### config.mk
export PLATFORM = sky130hd
export DESIGN_NAME = post_win_router
export DESIGN_NICKNAME = d
export VERILOG_FILES = /design/src/rtl/pwr_pkg.sv /design/src/rtl/pwr_regfile.sv /design/src/rtl/pwr_window_match.sv /design/src/rtl/pwr_txn_ctrl.sv /design/src/rtl/post_win_router.sv
export SDC_FILE = /design/constraint.sdc
export NUM_CORES = 1
export LEC_CHECK = 0
export BUFFER_PORTS_ARGS = -buffer_cell sky130_fd_sc_hd__buf_2
export CAP_MARGIN = 20
export CELL_PAD_IN_SITES_DETAIL_PLACEMENT = 1
export CELL_PAD_IN_SITES_GLOBAL_PLACEMENT = 2
export CORE_MARGIN = 2
export CORE_UTILIZATION = 30
export CTS_CLUSTER_SIZE = 8
export DETAILED_ROUTE_END_ITERATION = 8
export HOLD_SLACK_MARGIN = 0.03
export PLACE_DENSITY_LB_ADDON = 0.1
export SYNTH_ARGS = -nofsm -noshare
export SYNTH_HDL_FRONTEND = slang
export SYNTH_SLANG_ARGS = --single-unit
### constraint.sdc
create_clock -name clk_i -period 2.5 [get_ports clk_i]
set_input_delay 0.375 -clock clk_i [delete_from_list [all_inputs] [get_ports clk_i]]
set_output_delay 0.375 -clock clk_i [all_outputs]
set_load 0.02 [all_outputs]
### src/rtl/pwr_pkg.sv
package pwr_pkg;
  localparam int ADDR_W = 40;
  localparam int HI_LSB = 24;
  localparam int HI_W   = ADDR_W - HI_LSB;

  typedef struct packed {
    logic            en;
    logic [HI_W-1:0] trans;
    logic [HI_W-1:0] base;
    logic [HI_W-1:0] mask;
  } win_cfg_t;

  localparam logic [1:0] RESP_OKAY = 2'b00;
endpackage

### src/rtl/pwr_regfile.sv
module pwr_regfile
  import pwr_pkg::*;
#(
  parameter int                 NWIN     = 2,
  parameter int                 CFG_AW   = 8,
  parameter logic [CFG_AW-1:0]  BASE_OFF = 8'hd0
) (
  input  logic                         clk_i,
  input  logic                         rst_ni,
  input  logic                         cfg_we_i,
  input  logic [CFG_AW-1:0]            cfg_addr_i,
  input  logic [31:0]                  cfg_wdata_i,
  output logic [31:0]                  cfg_rdata_o,
  output win_cfg_t [NWIN-1:0]          cfg_o
);
  localparam int IDX_W = CFG_AW - 3;

  logic [CFG_AW-1:0] off;
  logic [IDX_W-1:0]  widx;
  logic              sel;

  assign off  = cfg_addr_i - BASE_OFF;
  assign widx = off[CFG_AW-1:3];
  assign sel  = (cfg_addr_i >= BASE_OFF) && (int'(widx) < NWIN) && (off[1:0] == 2'b00);

  for (genvar g = 0; g < NWIN; g++) begin : g_win
    win_cfg_t q;
    always_ff @(posedge clk_i or negedge rst_ni) begin
      if (!rst_ni) begin
        q <= '0;
      end else if (cfg_we_i && sel && int'(widx) == g) begin
        if (!off[2]) begin
          q.en    <= cfg_wdata_i[31];
          q.trans <= cfg_wdata_i[15:0];
        end else begin
          q.base  <= cfg_wdata_i[31:16];
          q.mask  <= cfg_wdata_i[15:0];
        end
      end
    end
    assign cfg_o[g] = q;
  end

  always_comb begin
    cfg_rdata_o = '0;
    for (int i = 0; i < NWIN; i++) begin
      if (sel && int'(widx) == i) begin
        cfg_rdata_o = off[2] ? {cfg_o[i].base, cfg_o[i].mask}
                             : {cfg_o[i].en, 15'b0, cfg_o[i].trans};
      end
    end
  end
endmodule

### src/rtl/pwr_window_match.sv
module pwr_window_match
  import pwr_pkg::*;
#(
  parameter int NWIN = 2
) (
  input  win_cfg_t [NWIN-1:0] cfg_i,
  input  logic [ADDR_W-1:0]   addr_i,
  output logic                hit_o,
  output logic [ADDR_W-1:0]   addr_o
);
  logic [NWIN-1:0] hit_vec;
  logic [HI_W-1:0] hi;

  assign hi = addr_i[ADDR_W-1:HI_LSB];

  for (genvar g = 0; g < NWIN; g++) begin : g_cmp
    assign hit_vec[g] = cfg_i[g].en && (((cfg_i[g].base ^ hi) & cfg_i[g].mask) == '0);
  end

  // descending scan: lowest index wins
  always_comb begin
    addr_o = addr_i;
    for (int i = NWIN - 1; i >= 0; i--) begin
      if (hit_vec[i]) begin
        addr_o[ADDR_W-1:HI_LSB] = (cfg_i[i].trans & cfg_i[i].mask) | (hi & ~cfg_i[i].mask);
      end
    end
  end

  assign hit_o = |hit_vec;
endmodule

### src/rtl/pwr_txn_ctrl.sv
module pwr_txn_ctrl
  import pwr_pkg::*;
#(
  parameter int DATA_W = 64,
  localparam int STRB_W = DATA_W / 8
) (
  input  logic                clk_i,
  input  logic                rst_ni,
  input  logic                aw_valid_i,
  output logic                aw_ready_o,
  input  logic [ADDR_W-1:0]   aw_addr_i,
  input  logic                w_valid_i,
  output logic                w_ready_o,
  input  logic [DATA_W-1:0]   w_data_i,
  input  logic [STRB_W-1:0]   w_strb_i,
  output logic                b_valid_o,
  input  logic                b_ready_i,
  output logic [1:0]          b_resp_o,
  output logic                cmd_valid_o,
  input  logic                cmd_ready_i,
  output logic                cmd_posted_o,
  output logic [ADDR_W-1:0]   cmd_addr_o,
  output logic [DATA_W-1:0]   cmd_data_o,
  output logic [STRB_W-1:0]   cmd_strb_o,
  input  logic                cpl_valid_i,
  input  logic [1:0]          cpl_resp_i,
  output logic [ADDR_W-1:0]   addr_q_o,
  input  logic                route_hit_i,
  input  logic [ADDR_W-1:0]   route_addr_i
);
  logic              aw_have, w_have, wait_cpl, active, launch;
  logic [DATA_W-1:0] data_q;
  logic [STRB_W-1:0] strb_q;

  assign active     = cmd_valid_o | b_valid_o | wait_cpl;
  assign aw_ready_o = !aw_have && !active;
  assign w_ready_o  = !w_have && !active;
  assign launch     = aw_have && w_have && !active;

  always_ff @(posedge clk_i or negedge rst_ni) begin
    if (!rst_ni) begin
      aw_have      <= 1'b0;
      w_have       <= 1'b0;
      addr_q_o     <= '0;
      data_q       <= '0;
      strb_q       <= '0;
      cmd_valid_o  <= 1'b0;
      cmd_posted_o <= 1'b0;
      cmd_addr_o   <= '0;
      cmd_data_o   <= '0;
      cmd_strb_o   <= '0;
      b_valid_o    <= 1'b0;
      b_resp_o     <= RESP_OKAY;
      wait_cpl     <= 1'b0;
    end else begin
      if (aw_valid_i && aw_ready_o) begin
        aw_have  <= 1'b1;
        addr_q_o <= aw_addr_i;
      end
      if (w_valid_i && w_ready_o) begin
        w_have <= 1'b1;
        data_q <= w_data_i;
        strb_q <= w_strb_i;
      end
      if (launch) begin
        aw_have      <= 1'b0;
        w_have       <= 1'b0;
        cmd_valid_o  <= 1'b1;
        cmd_posted_o <= route_hit_i;
        cmd_addr_o   <= route_addr_i;
        cmd_data_o   <= data_q;
        cmd_strb_o   <= strb_q;
        b_valid_o    <= route_hit_i;   // posted: early response
        b_resp_o     <= RESP_OKAY;
        wait_cpl     <= !route_hit_i;
      end
      if (cmd_valid_o && cmd_ready_i) cmd_valid_o <= 1'b0;
      if (b_valid_o && b_ready_i) b_valid_o <= 1'b0;
      if (wait_cpl && !cmd_valid_o && cpl_valid_i) begin
        wait_cpl  <= 1'b0;
        b_valid_o <= 1'b1;
        b_resp_o  <= cpl_resp_i;
      end
    end
  end
endmodule

### src/rtl/post_win_router.sv
module post_win_router
  import pwr_pkg::*;
#(
  parameter int                NWIN     = 2,
  parameter int                DATA_W   = 64,
  parameter int                CFG_AW   = 8,
  parameter logic [CFG_AW-1:0] BASE_OFF = 8'hd0,
  localparam int               STRB_W   = DATA_W / 8
) (
  input  logic                clk_i,
  input  logic                rst_ni,
  input  logic                cfg_we_i,
  input  logic [CFG_AW-1:0]   cfg_addr_i,
  input  logic [31:0]         cfg_wdata_i,
  output logic [31:0]         cfg_rdata_o,
  input  logic                aw_valid_i,
  output logic                aw_ready_o,
  input  logic [ADDR_W-1:0]   aw_addr_i,
  input  logic                w_valid_i,
  output logic                w_ready_o,
  input  logic [DATA_W-1:0]   w_data_i,
  input  logic [STRB_W-1:0]   w_strb_i,
  output logic                b_valid_o,
  input  logic                b_ready_i,
  output logic [1:0]          b_resp_o,
  output logic                cmd_valid_o,
  input  logic                cmd_ready_i,
  output logic                cmd_posted_o,
  output logic [ADDR_W-1:0]   cmd_addr_o,
  output logic [DATA_W-1:0]   cmd_data_o,
  output logic [STRB_W-1:0]   cmd_strb_o,
  input  logic                cpl_valid_i,
  input  logic [1:0]          cpl_resp_i
);
  win_cfg_t [NWIN-1:0] cfg;
  logic [ADDR_W-1:0]   addr_q, route_addr;
  logic                route_hit;

  pwr_regfile #(.NWIN(NWIN), .CFG_AW(CFG_AW), .BASE_OFF(BASE_OFF)) u_regs (
    .clk_i, .rst_ni, .cfg_we_i, .cfg_addr_i, .cfg_wdata_i, .cfg_rdata_o,
    .cfg_o(cfg)
  );

  pwr_window_match #(.NWIN(NWIN)) u_match (
    .cfg_i(cfg), .addr_i(addr_q), .hit_o(route_hit), .addr_o(route_addr)
  );

  pwr_txn_ctrl #(.DATA_W(DATA_W)) u_ctrl (
    .clk_i, .rst_ni,
    .aw_valid_i, .aw_ready_o, .aw_addr_i,
    .w_valid_i, .w_ready_o, .w_data_i, .w_strb_i,
    .b_valid_o, .b_ready_i, .b_resp_o,
    .cmd_valid_o, .cmd_ready_i, .cmd_posted_o, .cmd_addr_o, .cmd_data_o, .cmd_strb_o,
    .cpl_valid_i, .cpl_resp_i,
    .addr_q_o(addr_q), .route_hit_i(route_hit), .route_addr_i(route_addr)
  );
endmodule

==> summary.md, run 1 <==
| Metric | Value |
|---|---|
| Post-route cell area | 19100 µm² |
| DP Area | 16600 µm² |
| EDFF count, synth | 0 |
| Core Box Area | 46400 µm² |
| Number of remaining DRC errors | 0 |
| Setup slack, reg-to-reg | 0.17 ns |
| Status | completed |
| Critical path class | primary input to primary output |
| Final wirelength | 46300 µm |
| Seq cells post-synth | 330 |
| DRT iter0 DRCs | 447 |
| Top post-synthesis cells by area | dfrtp_1, mux2_2, nand2_1 |
| Vias in the first global route | 11900 |
| HPWL after DPL | 31300 µm |
| HP Class | primary input to flip-flop |
| Die Span Y | 220 µm |
| Area share of the largest cell type after synthesis | 58.8% |
| Share of layout cells above drive strength 1 | 38.7% |
| Drt first pass iters | 4 |
| Synth warn | 0 |
| Routability Congestion | 0.765 |
| Fin. Hold Viols | 0 |
| Slew Limit Fails | 0 |
| Met3 Use GR | 5.31% |
| # nets final | 1792 |
| GRT Total Usage | 19.6% |
| Tightest Pin Transition | 0.842 ns |
| First-pass GRT wire length | 71800 µm |
| GRT busiest layer | met2 |
| Met1 usage | 24.1% |
| TritonCTS clock tree | built |
| Vias after detailed routing | 10700 |
| Die area | 48600 µm² |
| Crit share post-route | 97.5% |
| Most used cell, CP | buf_2 |
| Seq/Total Area, Yosys | 58.8% |
| Met2 Use GR | 33.5% |
| CP cell instances | buf_2, inv_1, ha_1, nand4b_1, or3_4, buf_4, o22ai_1, buf_2 |
| Primary FF master, synth | dfrtp_1 |
| Largest net degree at the start of global routing | 81 |
| Combinational share of power | 32.4% |
| Clock-pin slew on the worst setup and hold paths | 0.05 ns |
| CP required | 2.12 ns |
| Clock root buffer | clkbuf_16 |
| DR WL/cell | 20.7 µm |
| Psw | 7.29 mW |
| Power per Cell Area | 1080 nW/µm² |
| Synth Instances | 1167 |
| Post-Syn Area | 14000 µm² |
| CP max-delay cell | or3_4 |
| Synth Net Count | 1331 |
| Port-buffer cells | 312 |
| Leakage | 9.67 nW |
| Site Rows | 79 |
| Switching Fraction | 35.3% |
| Clk buf depth | 3 |
| Largest stage delay, worst path | 0.44 ns |
| Internal | 13.3 mW |
| Post-layout util | 41.2% |
| Clock Latency Late Sink | 0.57 ns |
| Slew headroom | 43.9% |
| Via density | 4.77 |
| Synth area leader | dfrtp_1 |
| Initial antenna violation count | 4 |
| Sequential power share | 40.1% |
| GR Overflow Total | 0 |
| Layout Skew | 0.0150 ns |
| Most numerous cell in the Yosys netlist | dfrtp_1 |
| Num CTS Buffers | 47 |
| Post-synth top cells | dfrtp_1, nand2_1, mux2_2 |
| WP buf/inv | 4 |
| Setup Viol. Count Final | 0 |
| Setup crit start kind | primary input |
| Netlist cell types | 41 |
| # IOs | 313 |
| Data arrival time of the worst path | 2.06 ns |
| Area growth from synthesis to layout | 36.0% |
| Number of fill cells | 5128 |
| Clock power share | 27.5% |
| H-tree Lvls | 2 |
| Initial Util | 30.3% |
| CP max FO | 16 |
| Crit path capture type | primary output |
| CTS Sinks | 330 |
| VDD IR-drop max | 0.000624 V |
| Asr flop ratio synth | 100% |
| CP delay by family, top | buffers and inverters |
| Synthesized area per cell | 12.0 µm² |
| Fmax | 0.410 GHz |
| Final min period | 2.44 ns |
| Number of routed nets with antenna violations | 0 |
| Die width | 220 µm |
| Max_cap viols | 0 |
[state kept, by name (all words and copies together) (netlist names)]
name and flops:
u_regs.cfg_o 98, u_ctrl.addr_q_o 40, u_ctrl.data_q 64, u_ctrl.cmd_strb_o 8, u_ctrl.strb_q 8, u_ctrl.cmd_valid_o 1
u_ctrl.cmd_data_o 64, u_ctrl.cmd_addr_o 40, u_ctrl.cmd_posted_o 1, u_ctrl.b_resp_o 2, u_ctrl.w_have 1, u_ctrl.b_valid_o 1
u_ctrl.aw_have 1, u_ctrl.wait_cpl 1
[path summary, 6_finish.rpt]
kind                                  start               endpoint  cells past startpoint
setup / recovery              cfg_addr_i[4]         cfg_rdata_o[0]                      8
hold / removal                aw_addr_i[28]    u_ctrl.addr_q_o[28]                      2
setup reg to reg           u_regs.cfg_o[78]  u_ctrl.cmd_addr_o[25]                      7
hold reg to reg            u_ctrl.strb_q[5]   u_ctrl.cmd_strb_o[5]                      2
max in group asynchronous            rst_ni      u_ctrl.data_q[41]                      3
min in group asynchronous            rst_ni  u_ctrl.cmd_addr_o[19]                      2
[routing by layer]
metal,vias up,part of all wire [%]
met5,-,0.089
li1,4918,-
met3,67,6.3
met2,233,50
met1,5466,41
met4,6,2.1
[per-stage QoR]
stage / power (mW) / setup WS [ns] / cells / TNS [ns] / hold slack, ns
CTS: 21.1 / -0.0368 / 2238 / -0.0909 / 0.0309
detailed placement: 15.0 / -0.0490 / 2065 / -0.272 / 0.288
global route: 22.1 / -0.000968 / 2239 / -0.000968 / 0.0479
finish: 20.6 / 0.0629 / 2239 / 0 / 0.0650
global placement: 14.9 / -0.0535 / 2065 / -0.349 / 0.291
floorplan: 12.3 / 0.135 / 1167 / 0 / 0.0794
[logic make-up (layout without fill, tap and decap cells)]
group           count (synthesis)  after routing  share of synthesized area [%]
compound gates                116            116                           6.16
xor+xnor                       32             32                           2.00
fa+ha+maj                       2              2                          0.178
buf+inv                        86            550                           2.68
flops                         330            330                           58.8
mux                           260            260                           20.4
other cells                     0              1                              0
simple gates                  341            341                           9.79
[what timing repair did]
item | in CTS | in global routing
gates resized for setup | 1 | 7
gates cloned | 0 | 0
setup buffers | 0 | 0
hold endpoints to repair | 163 | 0
hold buffers | 121 | 0
setup endpoints to repair | 4 | 27
[power groups by stage]
| stage | clock network, mW | registers, mW | logic, mW |
|---|---|---|---|
| finish | 5.67 | 8.28 | 6.68 |
| global route | 6.11 | 8.53 | 7.45 |
| CTS | 5.90 | 8.30 | 6.86 |
| detailed placement | 0 | 8.35 | 6.68 |
| global placement | 0 | 8.28 | 6.58 |
| floorplan | 0 | 9.18 | 3.15 |
[placed cells by master (no fill, tap or decap), drive strengths merged, types with 2 or more instances in the layout]
cell	netlist	routed
mux2i	50	50
o21ai	16	16
a22oi	13	13
and4	2	2
nand3	6	6
a311oi	12	12
o22ai	17	17
a22o	18	18
clkbuf	41	49
buf	23	355
nand2	311	311
ha	2	2
nor2	6	6
mux2	210	210
dfrtp	330	330
xor2	32	32
a21oi	6	6
a311o	4	4
dlygate4sd3	0	121
nor4	2	2
inv	22	23
a41oi	16	16
and3	2	2
nor3	3	3
a21o	12	12
nand4	3	3
[final cells by class]
cell class	count	area [µm²]	share of cell area (%)
clock inverters	3	32.5	0.170
flip-flops and latches	330	8260	43.2
inverters	22	82.6	0.432
multi-input cells	751	5480	28.7
repair buffers	476	3280	17.2
clock buffers	49	1200	6.31
well taps	607	759	3.98
diodes	1	2.50	0.0131
No activity file was read; power rests on OpenSTA's default activity.
==> run 2: changes to the inputs <==
Settings changed: CORE_UTILIZATION 30 to 35, CTS_BUF_LIST set to sky130_fd_sc_hd__clkbuf_2 sky130_fd_sc_hd__clkbuf_4 sky130_fd_sc_hd__clkbuf_8.
==> run 2 against run 1 <==
Effect of this change:
- critical path depth rose by 1
- clock-buffer cell count rose by 52
- core utilization increased by 7.5 points
- setup slack gained 0.084 ns
- largest power group unchanged
- via count grew 2.1%
- flip-flop and latch count is the same
- non-clock buffer count rose by 31
- final cell count rose by 0.13%
- clock skew about the same
- hold slack improved by 0.033 ns
- critical path type unchanged
==> summary.md, run 2 (synthesis results as in run 1) <==
| Metric | Value |
|---|---|
| Hold endpoint | u_regs.cfg_o[32] |
| Final wirelength | 44900 µm (-2.9%) |
| TritonCTS clock tree | built |
| Most frequent cells in the layout | dfrtp_1, buf_2, nand2_1 |
| Fin Setup TNS | 0 ns (unchanged) |
| Max_cap viols | 0 (unchanged) |
| Top Layer Used | met5 |
| Most used cell, CP | buf_2 |
| CP max-delay cell | or3_4 |
| Crit path capture type | primary output |
| DR WL/cell | 20.0 µm (-3.0%) |
| Area growth from synthesis to layout | 37.6% |
| Die area | 41700 µm² (-14%) |
| WHS | 0.0976 ns (+0.0326 ns) |
| Status | completed |
| Hold Path Depth | 2 (unchanged) |
| VDD IR-drop max | 0.000564 V (-9.7%) |
| DP Area | 16500 µm² (-0.51%) |
| Area occupied by multi-input gates | 5450 µm² (-0.64%) |
| HP Class | primary input to flip-flop |
| # IOs | 313 (unchanged) |
| Fmax | 0.425 GHz (+3.5%) |
| HPWL after DPL | 30500 µm (-2.7%) |
| DRT iter0 DRCs | 264 (-41%) |
| CP required | 2.12 ns (about the same) |
| CP cell instances | buf_2, inv_1, ha_1, nand4b_1, or3_4, nor2_4, buf_12, a22o_1, buf_2 |
| Crit share post-route | 94.1% (-3.3 points) |
| Final min period | 2.35 ns (-0.0835 ns) |
| CTS Sinks | 330 (unchanged) |
| Vias in the first global route | 11900 (-0.025%) |
| Setup slack, reg-to-reg | 0.20 ns (+0.03 ns) |
| WL met3 | 2770 µm (-5.3%) |
| R2R depth | 7 (unchanged) |
| Site Rows | 73 (-7.6%) |
| H-tree Lvls | 2 (unchanged) |
| Largest net degree at the start of global routing | 74 (-8.6%) |
| Vias after detailed routing | 10900 (+2.1%) |
| Share of layout cells above drive strength 1 | 39.8% (+1.1 points) |
| Drt first pass iters | 4 (unchanged) |
| Number of fill cells | 4378 (-15%) |
| Ant diodes | 0 (-1) |
| Via density | 4.87 (+1.9%) |
| Post-Place Worst Slack | 0.0877 ns (+0.137 ns) |
| Largest register FFs | 98 (unchanged) |
| Setup crit start kind | primary input |
| Post-route cell area | 19300 µm² (+1.2%) |
| Leakage | 9.91 nW (+2.4%) |
| Number of remaining DRC errors | 0 (unchanged) |
| # nets final | 1834 (+2.3%) |
| RR Endpoint | u_ctrl.cmd_addr_o[32] |
| Post-layout util | 48.8% (+7.5 points) |
| Port-buffer cells | 312 (unchanged) |
| Power per Cell Area | 1060 nW/µm² (-1.9%) |
| Worst reg2reg path startpoint | u_regs.cfg_o[69] |
| Layout Skew | 0.0148 ns (-0.000240 ns) |
| Fin. Hold Viols | 0 (unchanged) |
| Clock root buffer | clkbuf_8 |
| Initial antenna violation count | 2 (-2) |
| CP max FO | 14 (-2) |
| Clock Latency Late Sink | 0.62 ns (+0.05 ns) |
| Slew headroom | 51.3% (+7.4 points) |
| Number of routed nets with antenna violations | 0 (unchanged) |
| Core Box Area | 39600 µm² (-14%) |
| Setup Viol. Count Final | 0 (unchanged) |
| Met2 WL | 21900 µm (-5.6%) |
| Worst Hold Launch | cfg_wdata_i[0] |
| Slew Limit Fails | 0 (unchanged) |
| Min setup slack post-route | 0.146 ns (+0.0835 ns) |
| Num CTS Buffers | 58 (+23%) |
| Number of post-CTS setup repair buffers | 0 (unchanged) |
| Initial Util | 35.4% (+5.1 points) |
| Most common cell after layout, fill and taps aside | dfrtp_1 |
| GRT Total Usage | 21.8% (+2.3 points) |
| Routability Congestion | 0.791 (+3.4%) |
| Clock-pin slew on the worst setup and hold paths | 0.06 ns (about the same) |
| Die Span Y | 204 µm (-7.3%) |
| GR Overflow Total | 0 (unchanged) |
| Critical path class | primary input to primary output |
| Largest stage delay, worst path | 0.43 ns (about the same) |
| Tightest Pin Transition | 0.730 ns (-0.111 ns) |
| Clk buf depth | 3 (unchanged) |
| Data arrival time of the worst path | 1.98 ns (-0.08 ns) |
| Unrepaired setup endpoints after global routing | false |
| Sequential cell area | 8260 µm² (unchanged) |
| Die width | 204 µm (-7.3%) |
| Wl on met1 | 19200 µm (+0.39%) |
| First-pass GRT wire length | 69800 µm (-2.8%) |
## run 2: changes by cell type in the layout (fill, tap and decap cells not counted), moves of 5 or more
cell / previous run / this run
buf_4: 29 / 34
clkbuf_16: 48 / 0
clkbuf_4: 0 / 17
clkbuf_8: 0 / 84
clkinv_2: 0 / 6
dlygate4sd3_1: 121 / 148
o22ai_1: 12 / 17
o22ai_2: 5 / 0
## run 2: cell type report
cell class / count / share of cell area [%]
Clock buffer: 101 / 6.64
Multi-Input combinational cell: 751 / 28.2
Tap cell: 525 / 3.40
Timing Repair Buffer: 507 / 18.5
Sequential cell: 330 / 42.7
Clock inverter: 6 / 0.155
Inverter: 22 / 0.427
## run 2: what timing repair did
action / in CTS / in global routing
hold endpoints to repair: 489 / 0
hold buffers: 148 / 0
setup endpoints to repair: 0 / 2
resized for setup: 0 / 1
## run 2: power breakdown
group,internal [mW],switching (mW)
clock,3.20,2.27
combinational,2.84,3.84
sequential,7.20,1.12
total,13.2,7.23
## run 2: worst max path at each step
| stage | start | endpoint | slack [ns] | depth (start not counted) |
|---|---|---|---|---|
| after floorplan | u_ctrl.b_valid_o | u_ctrl.data_q[0] | 0.13 | 4 |
| after global placement | cfg_addr_i[4] | cfg_rdata_o[30] | 0.13 | 9 |
| after detailed placement | cfg_addr_i[4] | cfg_rdata_o[11] | 0.09 | 8 |
| after CTS | cfg_addr_i[4] | cfg_rdata_o[30] | 0.09 | 9 |
| after global routing | u_regs.cfg_o[69] | u_ctrl.cmd_addr_o[32] | 0.02 | 7 |
| final | cfg_addr_i[4] | cfg_rdata_o[30] | 0.15 | 9 |
## run 2: stage by stage
| stage | cells | power (mW) |
|---|---|---|
| finish | 2242 | 20.5 |
| detailed placement | 1987 | 15.0 |
| global placement | 1987 | 14.8 |
| CTS | 2242 | 20.8 |
| global route | 2242 | 21.9 |
| floorplan | 1167 | 12.3 |
## run 2: per-layer routing
| metal | up-vias | GRT usage, % |
|---|---|---|
| li1 | 5041 | - |
| met2 | 239 | 36.8 |
| met1 | 5552 | 27.1 |
| met3 | 76 | 5.96 |
| met4 | 4 | 7.09 |
| met5 | - | 0 |
## run 2: worst max-delay path: cells and delay by family
family	cells	cell delay, ns
compound gates	1	0.16
fa+ha+maj	1	0.28
buf+inv	4	0.48
simple gates	3	0.67
